$ cat src/rtl/burst_pkg.sv
package burst_pkg;
  localparam int unsigned WORD_W  = 16;
  localparam int unsigned KIND_W  = 5;
  localparam logic [WORD_W-1:0] SYNC_FIRST  = 16'hF872;
  localparam logic [WORD_W-1:0] SYNC_SECOND = 16'h4E1F;

  typedef enum logic [1:0] {
    SEEK_A = 2'd0,
    SEEK_B = 2'd1,
    GRAB_C = 2'd2,
    GRAB_D = 2'd3
  } seek_t;
endpackage

$ cat src/rtl/burst_seq_matcher.sv
module burst_seq_matcher
  import burst_pkg::*;
#(
  parameter int unsigned W = WORD_W,
  parameter logic [W-1:0] SYNC_A = SYNC_FIRST,
  parameter logic [W-1:0] SYNC_B = SYNC_SECOND
) (
  input  logic         clk,
  input  logic         rst,
  input  logic         word_vld,
  input  logic [W-1:0] word_in,
  output logic         hit,
  output logic [W-1:0] hit_info,
  output logic [W-1:0] hit_len
);
  seek_t        state_q;
  logic [W-1:0] info_tmp_q;

  always_ff @(posedge clk) begin
    if (rst) begin
      state_q    <= SEEK_A;
      info_tmp_q <= '0;
      hit        <= 1'b0;
      hit_info   <= '0;
      hit_len    <= '0;
    end else begin
      hit <= 1'b0;
      if (word_vld) begin
        unique case (state_q)
          SEEK_A: state_q <= (word_in == SYNC_A) ? SEEK_B : SEEK_A;
          SEEK_B: begin
            // a repeated first sync word restarts the pair without lag
            if (word_in == SYNC_B)      state_q <= GRAB_C;
            else if (word_in == SYNC_A) state_q <= SEEK_B;
            else                        state_q <= SEEK_A;
          end
          GRAB_C: begin
            info_tmp_q <= word_in;
            state_q    <= GRAB_D;
          end
          GRAB_D: begin
            hit      <= 1'b1;
            hit_info <= info_tmp_q;
            hit_len  <= word_in;
            state_q  <= SEEK_A;
          end
          default: state_q <= SEEK_A;
        endcase
      end
    end
  end

  // a burst completes on a single cycle, never back to back
  p_hit_single_r2: assert property (@(posedge clk) disable iff (rst)
    hit |=> !hit);
  // a completion is always caused by a valid word
  p_hit_needs_word_r3: assert property (@(posedge clk) disable iff (rst)
    hit |-> $past(word_vld));
endmodule

$ cat src/rtl/burst_frame_timer.sv
module burst_frame_timer #(
  parameter int unsigned LIMIT = 4096
) (
  input  logic clk,
  input  logic rst,
  input  logic restart,
  input  logic frame_tick,
  output logic expire
);
  localparam int unsigned CW = (LIMIT > 1) ? $clog2(LIMIT) : 1;
  localparam logic [CW-1:0] LAST = CW'(LIMIT - 1);

  logic          armed_q;
  logic [CW-1:0] cnt_q;

  assign expire = armed_q && frame_tick && !restart && (cnt_q == LAST);

  always_ff @(posedge clk) begin
    if (rst) begin
      armed_q <= 1'b0;
      cnt_q   <= '0;
    end else if (restart) begin
      armed_q <= 1'b1;
      cnt_q   <= '0;
    end else if (expire) begin
      armed_q <= 1'b0;
      cnt_q   <= '0;
    end else if (armed_q && frame_tick) begin
      cnt_q <= cnt_q + 1'b1;
    end
  end

  // a new burst restarts the count from zero
  p_restart_zero_r9: assert property (@(posedge clk) disable iff (rst)
    restart |=> (armed_q && cnt_q == '0));
  // each frame advances the count by exactly one until the limit
  p_count_step_r8: assert property (@(posedge clk) disable iff (rst)
    (armed_q && frame_tick && !restart && !expire) |=> (cnt_q == $past(cnt_q) + 1'b1));
  // frames while idle leave the count at zero
  p_idle_hold_r10: assert property (@(posedge clk) disable iff (rst)
    (!armed_q && !restart) |=> (cnt_q == '0));
endmodule

$ cat src/rtl/burst_sync_detector.sv
module burst_sync_detector
  import burst_pkg::*;
#(
  parameter int unsigned W           = WORD_W,
  parameter int unsigned FRAME_LIMIT = 4096
) (
  input  logic              clk,
  input  logic              rst,
  input  logic              word_vld,
  input  logic [W-1:0]      word_in,
  input  logic              frame_tick,
  output logic              burst_found,
  output logic [W-1:0]      burst_info,
  output logic [W-1:0]      burst_len,
  output logic [KIND_W-1:0] burst_kind,
  output logic              info_changed
);
  logic         hit;
  logic [W-1:0] hit_info;
  logic [W-1:0] hit_len;
  logic         expire;

  burst_seq_matcher #(.W(W)) u_match (
    .clk      (clk),
    .rst      (rst),
    .word_vld (word_vld),
    .word_in  (word_in),
    .hit      (hit),
    .hit_info (hit_info),
    .hit_len  (hit_len)
  );

  burst_frame_timer #(.LIMIT(FRAME_LIMIT)) u_timer (
    .clk        (clk),
    .rst        (rst),
    .restart    (hit),
    .frame_tick (frame_tick),
    .expire     (expire)
  );

  always_ff @(posedge clk) begin
    if (rst) begin
      burst_found  <= 1'b0;
      burst_info   <= '0;
      burst_len    <= '0;
      info_changed <= 1'b0;
    end else begin
      info_changed <= 1'b0;
      if (hit) begin
        burst_found  <= 1'b1;
        burst_info   <= hit_info;
        burst_len    <= hit_len;
        info_changed <= (hit_info != burst_info);
      end else if (expire) begin
        burst_found  <= 1'b0;
        burst_info   <= '0;
        burst_len    <= '0;
        info_changed <= 1'b1;
      end
    end
  end

  assign burst_kind = burst_info[KIND_W-1:0];

  // with the flag clear, both held words read zero
  p_idle_zero_r8: assert property (@(posedge clk) disable iff (rst)
    !burst_found |-> (burst_info == '0 && burst_len == '0));
  // a change pulse needs a new information word or a timeout clear
  p_pulse_cause_r7: assert property (@(posedge clk) disable iff (rst)
    info_changed |-> ((burst_info != $past(burst_info)) || $fell(burst_found)));
  // the cycle after reset shows a cleared flag and no pulse
  p_reset_clear_r1: assert property (@(posedge clk) disable iff (rst)
    $past(rst) |-> (!burst_found && !info_changed));
endmodule

$ cat config.mk
export PLATFORM = sky130hd
export DESIGN_NAME = burst_sync_detector
export DESIGN_NICKNAME = d
export VERILOG_FILES = /design/src/rtl/burst_pkg.sv /design/src/rtl/burst_seq_matcher.sv /design/src/rtl/burst_frame_timer.sv /design/src/rtl/burst_sync_detector.sv
export SDC_FILE = /design/constraint.sdc
export NUM_CORES = 1
export LEC_CHECK = 0
export ABC_AREA = 1
export BUFFER_PORTS_ARGS = -buffer_cell sky130_fd_sc_hd__buf_2
export CAP_MARGIN = 0
export CORE_MARGIN = 2
export CORE_UTILIZATION = 35
export CTS_CLUSTER_SIZE = 24
export DETAILED_ROUTE_END_ITERATION = 16
export PLACE_DENSITY = 0.59
export SYNTH_ARGS = -nofsm -noshare
export SYNTH_HDL_FRONTEND = slang
export SYNTH_SLANG_ARGS = --single-unit
$ cat constraint.sdc
create_clock -name clk -period 3.1 [get_ports clk]
set_clock_uncertainty 0.2 [all_clocks]
set_input_delay 0.31 -clock clk [delete_from_list [all_inputs] [get_ports clk]]
set_output_delay 0.31 -clock clk [all_outputs]
set_load 0.01 [all_outputs]
* Yosys cells after proc, flatten, opt, wreduce, memory -nomap -nowiden
Index checks and enable logic that the tools add are counted.
** Word-level totals
- Bits in registers :: 97
- Output and inout port bits :: 39
- Logic and storage cells :: 40
- Bits of input ports :: 20
** Cells by class
- Equality and inequality tests :: 7
- Mux-type cells :: 11
- Reductions and logical operators :: 10
- Bitwise logic cells :: 1
- $add $sub $neg :: 1
** Operators by type and width (count)
- two-way mux 16 bit :: 3
- equality test 16 x 15 -> 1 bit, second input constant :: 1
- equality test 16 bit, second input constant :: 1
- != test 16 bit :: 1
- adder 12 x 1 -> 12 bit, second input constant :: 1
- equality test 12 bit, second input constant :: 1
- case mux 2 bit (4 select lines) :: 1
- two-way mux 1 bit :: 6
- equality test 2 bit, second input constant :: 2
- AND reduction 2 bit :: 2
- logical AND 1 bit :: 3
- OR reduction 3 bit :: 1
- equality test 2 x 1 -> 1 bit, second input constant :: 1
- zero test 2 bit :: 1
- two-way mux 2 bit :: 1
- nonzero test 2 bit :: 1
- OR reduction 2 bit :: 1
- zero test 1 bit :: 1
- NOT 1 bit :: 1

* Depth between registers and ports, before layout
- Depth after elaboration :: 5
- Depth in mapped cells :: 10
- Gate-level depth less buffers :: 10

* Cells and area by module
Synthesis repeated with hierarchy kept, for this count alone.
** Second synthesis, totals
- Cells, all modules :: 520
- Area total of the unflattened synthesis :: 4058.9 um2
** By module, submodules not included
- burst_seq_matcher :: area an instance 1861.8 um2, cells an instance 200, sequential area each 1021.0 um2, instances 1
- burst_sync_detector :: area an instance 1541.5 um2, cells an instance 227, sequential area each 680.7 um2, instances 1
- burst_frame_timer :: area an instance 655.6 um2, cells an instance 93, sequential area each 260.2 um2, instances 1

* Least setup slack after synthesis
Ideal clock, no wire load.
- Path kind :: flip-flop to flip-flop
- From :: register u_timer.cnt_q[0]
- To :: register burst_info[0]
- Data required time :: 2.759 ns
- Buffers on the path :: 1
- Path slack :: 1.522 ns
- Period minus slack after synthesis :: 1.578 ns
- Library setup time :: 0.141 ns
- Arrival time :: 1.237 ns
- Stages on the path, launching flop included :: 10
- Path through :: dfxtp_1 ha_1 nand2_1 nor3_4 nand2_1 nor2_2 nor2_4 buf_6 nand2_2 a21oi_2
** Between the ends
- Cells in the longest elaborated chain, start to end :: 3
** Ends and longest elaborated chain
- start, declared :: line burst_frame_timer.sv:14 : logic [CW-1:0] cnt_q;
- start signal, assigned :: line burst_frame_timer.sv:29 : cnt_q <= cnt_q + 1'b1;
- equality test 12 bit :: line burst_frame_timer.sv:16 : assign expire = armed_q && frame_tick && !restart && (cnt_q == LAST);
- logical AND 1 bit :: line burst_frame_timer.sv:16
- nonzero test 2 bit (no line)
- end signal, assigned :: line burst_sync_detector.sv:51 : burst_info <= hit_info;
- end, declared :: line burst_sync_detector.sv:13 : output logic [W-1:0] burst_info,
Every way passes these cells.
A chain may end at the register's enable or synchronous reset.

* Worst setup path after layout
- From :: register u_match.hit
- To :: register u_timer.cnt_q[0]
** Between the ends
- Cells in the longest elaborated chain, start to end :: 4
** Ends and longest elaborated chain
- start, declared :: line burst_seq_matcher.sv:12 : output logic hit,
- start signal, assigned :: line burst_seq_matcher.sv:23 : hit <= 1'b0;
- start signal, assigned :: line burst_seq_matcher.sv:27 : hit <= 1'b0;
- start signal, assigned :: line burst_seq_matcher.sv:42 : hit <= 1'b1;
- zero test 1 bit :: line burst_frame_timer.sv:16
- logical AND 1 bit (2 in a row) :: line burst_frame_timer.sv:16
- OR reduction 3 bit (no line) *
Mark *: on every way between the ends. The rest lies on a longest branch, timed or not.

==> impl_metrics.yaml <==
run_status:
  outcome: "complete, no violations"
floorplan:
  core_area_um2: 10940
  die_x_um: 110.2
  io_pins: 59
  initial_utilization: 0.3611
  num_rows: 38
  dieArea_um2: 12150
  die_h_um: 110.2
clock_network:
  cts_setup_buffers: 0
  htreeDepth: 3
  clock_sinks: 97
  clkTransAtPathRegs_ns: 0.07
  hold_buffers: 0
  post_cts_resized: 0
  clkLatencyLatePin_ns: 0.34
  clock_path_buffers: 2
  cts_tree: "built"
  cts-root-buf: "clkbuf_16"
  cts_buffers: 9
setup_path:
  critPathLaunchType: "flip-flop"
  path_max_fanout: 33
  r2r_setup_slack_ns: 0.58
  critical_path_arrival_ns: 2.58
  r2r-end: "u_timer.cnt_q[0]"
  critical_path_class: "reg2reg"
  cp.required_ns: 3.16
  reg2reg_depth: 6
  startpoint: "u_match.hit"
  reg2reg_from: "u_match.hit"
  endpoint: "u_timer.cnt_q[0]"
  end_kind: "flip-flop"
sta:
  fin_ws_ns: 0.5785
  period_needed_ns: 2.522
  post-route-period-util: 0.8134
  hold_ws_ns: 0.05640
  maxSlewHeadroom: 0.4067
  max_freq_mhz: 396.6
  final_hold_viol_count: 0
  tns_ns: 0
  worst_slew_pin_slew_ns: 0.8879
  rsz0062_at_grt: "false"
  drv_slew: 0
  setup_violations: 0
logic_synthesis:
  synth_warnings: 0
  synth-edff-count: 0
  synth_ff_type: "dfxtp_1"
  ys_types: 31
  async_flop_share: 0
  synth_area_um2: 3949
  synth-seq-area-share: 0.4918
  syn_nets: 502
  synth_area_per_cell_um2: 8.210
  synthCells: 481
  synth_seq_cells: 97
drt:
  vias: 3150
  route.detailed.drc: 0
  drt_iter0_drc: 136
  routed_wirelength_um: 8683
  vias_per_cell: 4.694
  avgRoutedWirePerCell_um: 12.94
  drtAntennaViolNets: 0
  firstDrtPassIters: 4
global_routing:
  track_usage: 0.1538
  grt_util_met2: 0.2502
  antenna_found_initial: 0
  busiest_layer: "met2"
  grt_use_met1: 0.2003
  gr-total-overflow: 0
  grt_max_degree: 36
  grt.met3_usage: 0.02293
  grt_pass1_wl_um: 14350
  grt_pass1_vias: 2989
final_layout:
  fill_cells: 1133
  final_layout_size_suffix_gt1_frac: 0.2335
  nNetsFinal: 547
  fin_util: 0.4229
  antennaDiodeCount: 0
  area_delta_synth_final_pct: 17.11
power_and_ir_drop:
  cellPowerDensity_nw_per_um2: 581.0
  cellLeakagePower_nw: 2.018
  vdd_ir_drop_max_uv: 317.7
placed_design:
  routabilityCongestion: 0.8101
  place_ws_ns: 0.5721
  dp_hpwl_um: 6117
  portBuffers: 58
flow_run:
  max_cap_violations: 0
min_path:
  hold_class: "in2reg"
[registers in the layout, summed over array words and instances (netlist names), named ones only]
register and cells:
u_match.hit_len 16, u_match.info_tmp_q 16, burst_len 16, burst_found 1
info_changed 1, u_match.state_q 1, u_match.hit 1, burst_info 16
u_match.hit_info 16, u_timer.cnt_q 12
[layout by cell type, fill, tap and decap left out, types with 2 or more instances in the layout]
cell	n
buf_2	58
o21ai_1	12
inv_1	42
nand3_1	9
xnor2_1	6
a21oi_1	38
nor2_1	28
nor3_1	2
bufinv_16	4
buf_4	3
or2_2	2
clkbuf_16	9
o21ai_0	28
clkbuf_8	2
a22o_1	12
a21oi_2	15
nor2_2	8
nand2_2	13
inv_2	3
xor2_1	13
nand4_1	4
dfxtp_1	97
nand2_1	115
[cells by family after synthesis]
group / Yosys count / synth area share
buffers and inverters: 72 / 0.09093
DFF: 97 / 0.4918
and+or+nand+nor: 187 / 0.2132
xor gates and xnor gates: 19 / 0.04214
adders and majority gates: 1 / 0.003168
AOI/OAI and AO/OA: 105 / 0.1587
[stage by stage]
step	power, mW	std cells	cell area [um^2]
6_report	2.687	671	4624
5_1_grt	2.762	671	4624
4_1_cts	2.712	671	4624
3_5_place_dp	1.337	655	4247
3_3_place_gp	1.337	655	4247
2_1_floorplan	1.313	481	3949
[synthesized netlist by cell type, types with 3 or more instances]
| master | count | area (um^2) |
|---|---|---|
| buf_4 | 7 | 52.55 |
| a21oi_2 | 15 | 131.4 |
| xnor2_1 | 6 | 52.55 |
| buf_2 | 4 | 20.02 |
| xor2_1 | 13 | 113.9 |
| dfxtp_1 | 97 | 1942 |
| o21ai_0 | 28 | 140.1 |
| o21ai_1 | 12 | 60.06 |
| a22o_1 | 12 | 105.1 |
| inv_1 | 42 | 157.7 |
| nand2_1 | 115 | 431.7 |
| inv_2 | 3 | 11.26 |
| nand3_1 | 9 | 45.04 |
| clkbuf_1 | 8 | 30.03 |
| nor2_2 | 8 | 50.05 |
| nand2_2 | 13 | 81.33 |
| a21oi_1 | 38 | 190.2 |
| buf_6 | 6 | 67.56 |
| nand4_1 | 4 | 25.02 |
| nor2_1 | 28 | 105.1 |
[report_power, final]
group | internal (mW) | total [mW] | switching (mW)
Combinational | 0.0163 | 0.0627 | 0.0464
Clock | 0.913 | 1.38 | 0.466
Sequential | 1.25 | 1.25 | 0.000000193
Total | 2.17 | 2.69 | 0.512
[layout make-up]
class,instances,area [um^2],area share
sequential,97,1942,0.4199
multi-input combinational,312,1648,0.3563
timing repair buffer,61,312.8,0.06764
clock buffer,11,252.7,0.05465
tap,140,175.2,0.03788
inverter,45,168.9,0.03653
clock inverter,5,125.1,0.02706
[per-layer routing]
layer / wire length, um / vias to the layer above
met1: 4116 / 1444
met2: 4041 / 59
met3: 357 / 16
li1: - / 1631
met5: 0 / -
met4: 168 / 0
[critical path: stages, from the launching register on]
cell and delay [ns]:
dfxtp_1 0.68, inv_1 0.15, nand4_2 0.13, nor2_2 0.06, nor2_4 0.67, nand2_4 0.31, nor3_1 0.24
[how the worst min path moves through the flow]
stage               slack, ns  cells past startpoint                  start                endpoint
floorplan                0.22                      2  u_match.info_tmp_q[3]     u_match.hit_info[3]
global placement         0.24                      2  u_match.info_tmp_q[3]     u_match.hit_info[3]
detailed placement       0.24                      2  u_match.info_tmp_q[9]     u_match.hit_info[9]
CTS                      0.05                      3            word_in[12]  u_match.info_tmp_q[12]
global route             0.07                      3            word_in[12]  u_match.info_tmp_q[12]
finish                   0.06                      3            word_in[12]  u_match.info_tmp_q[12]
No activity file was read; power rests on OpenSTA's default activity.
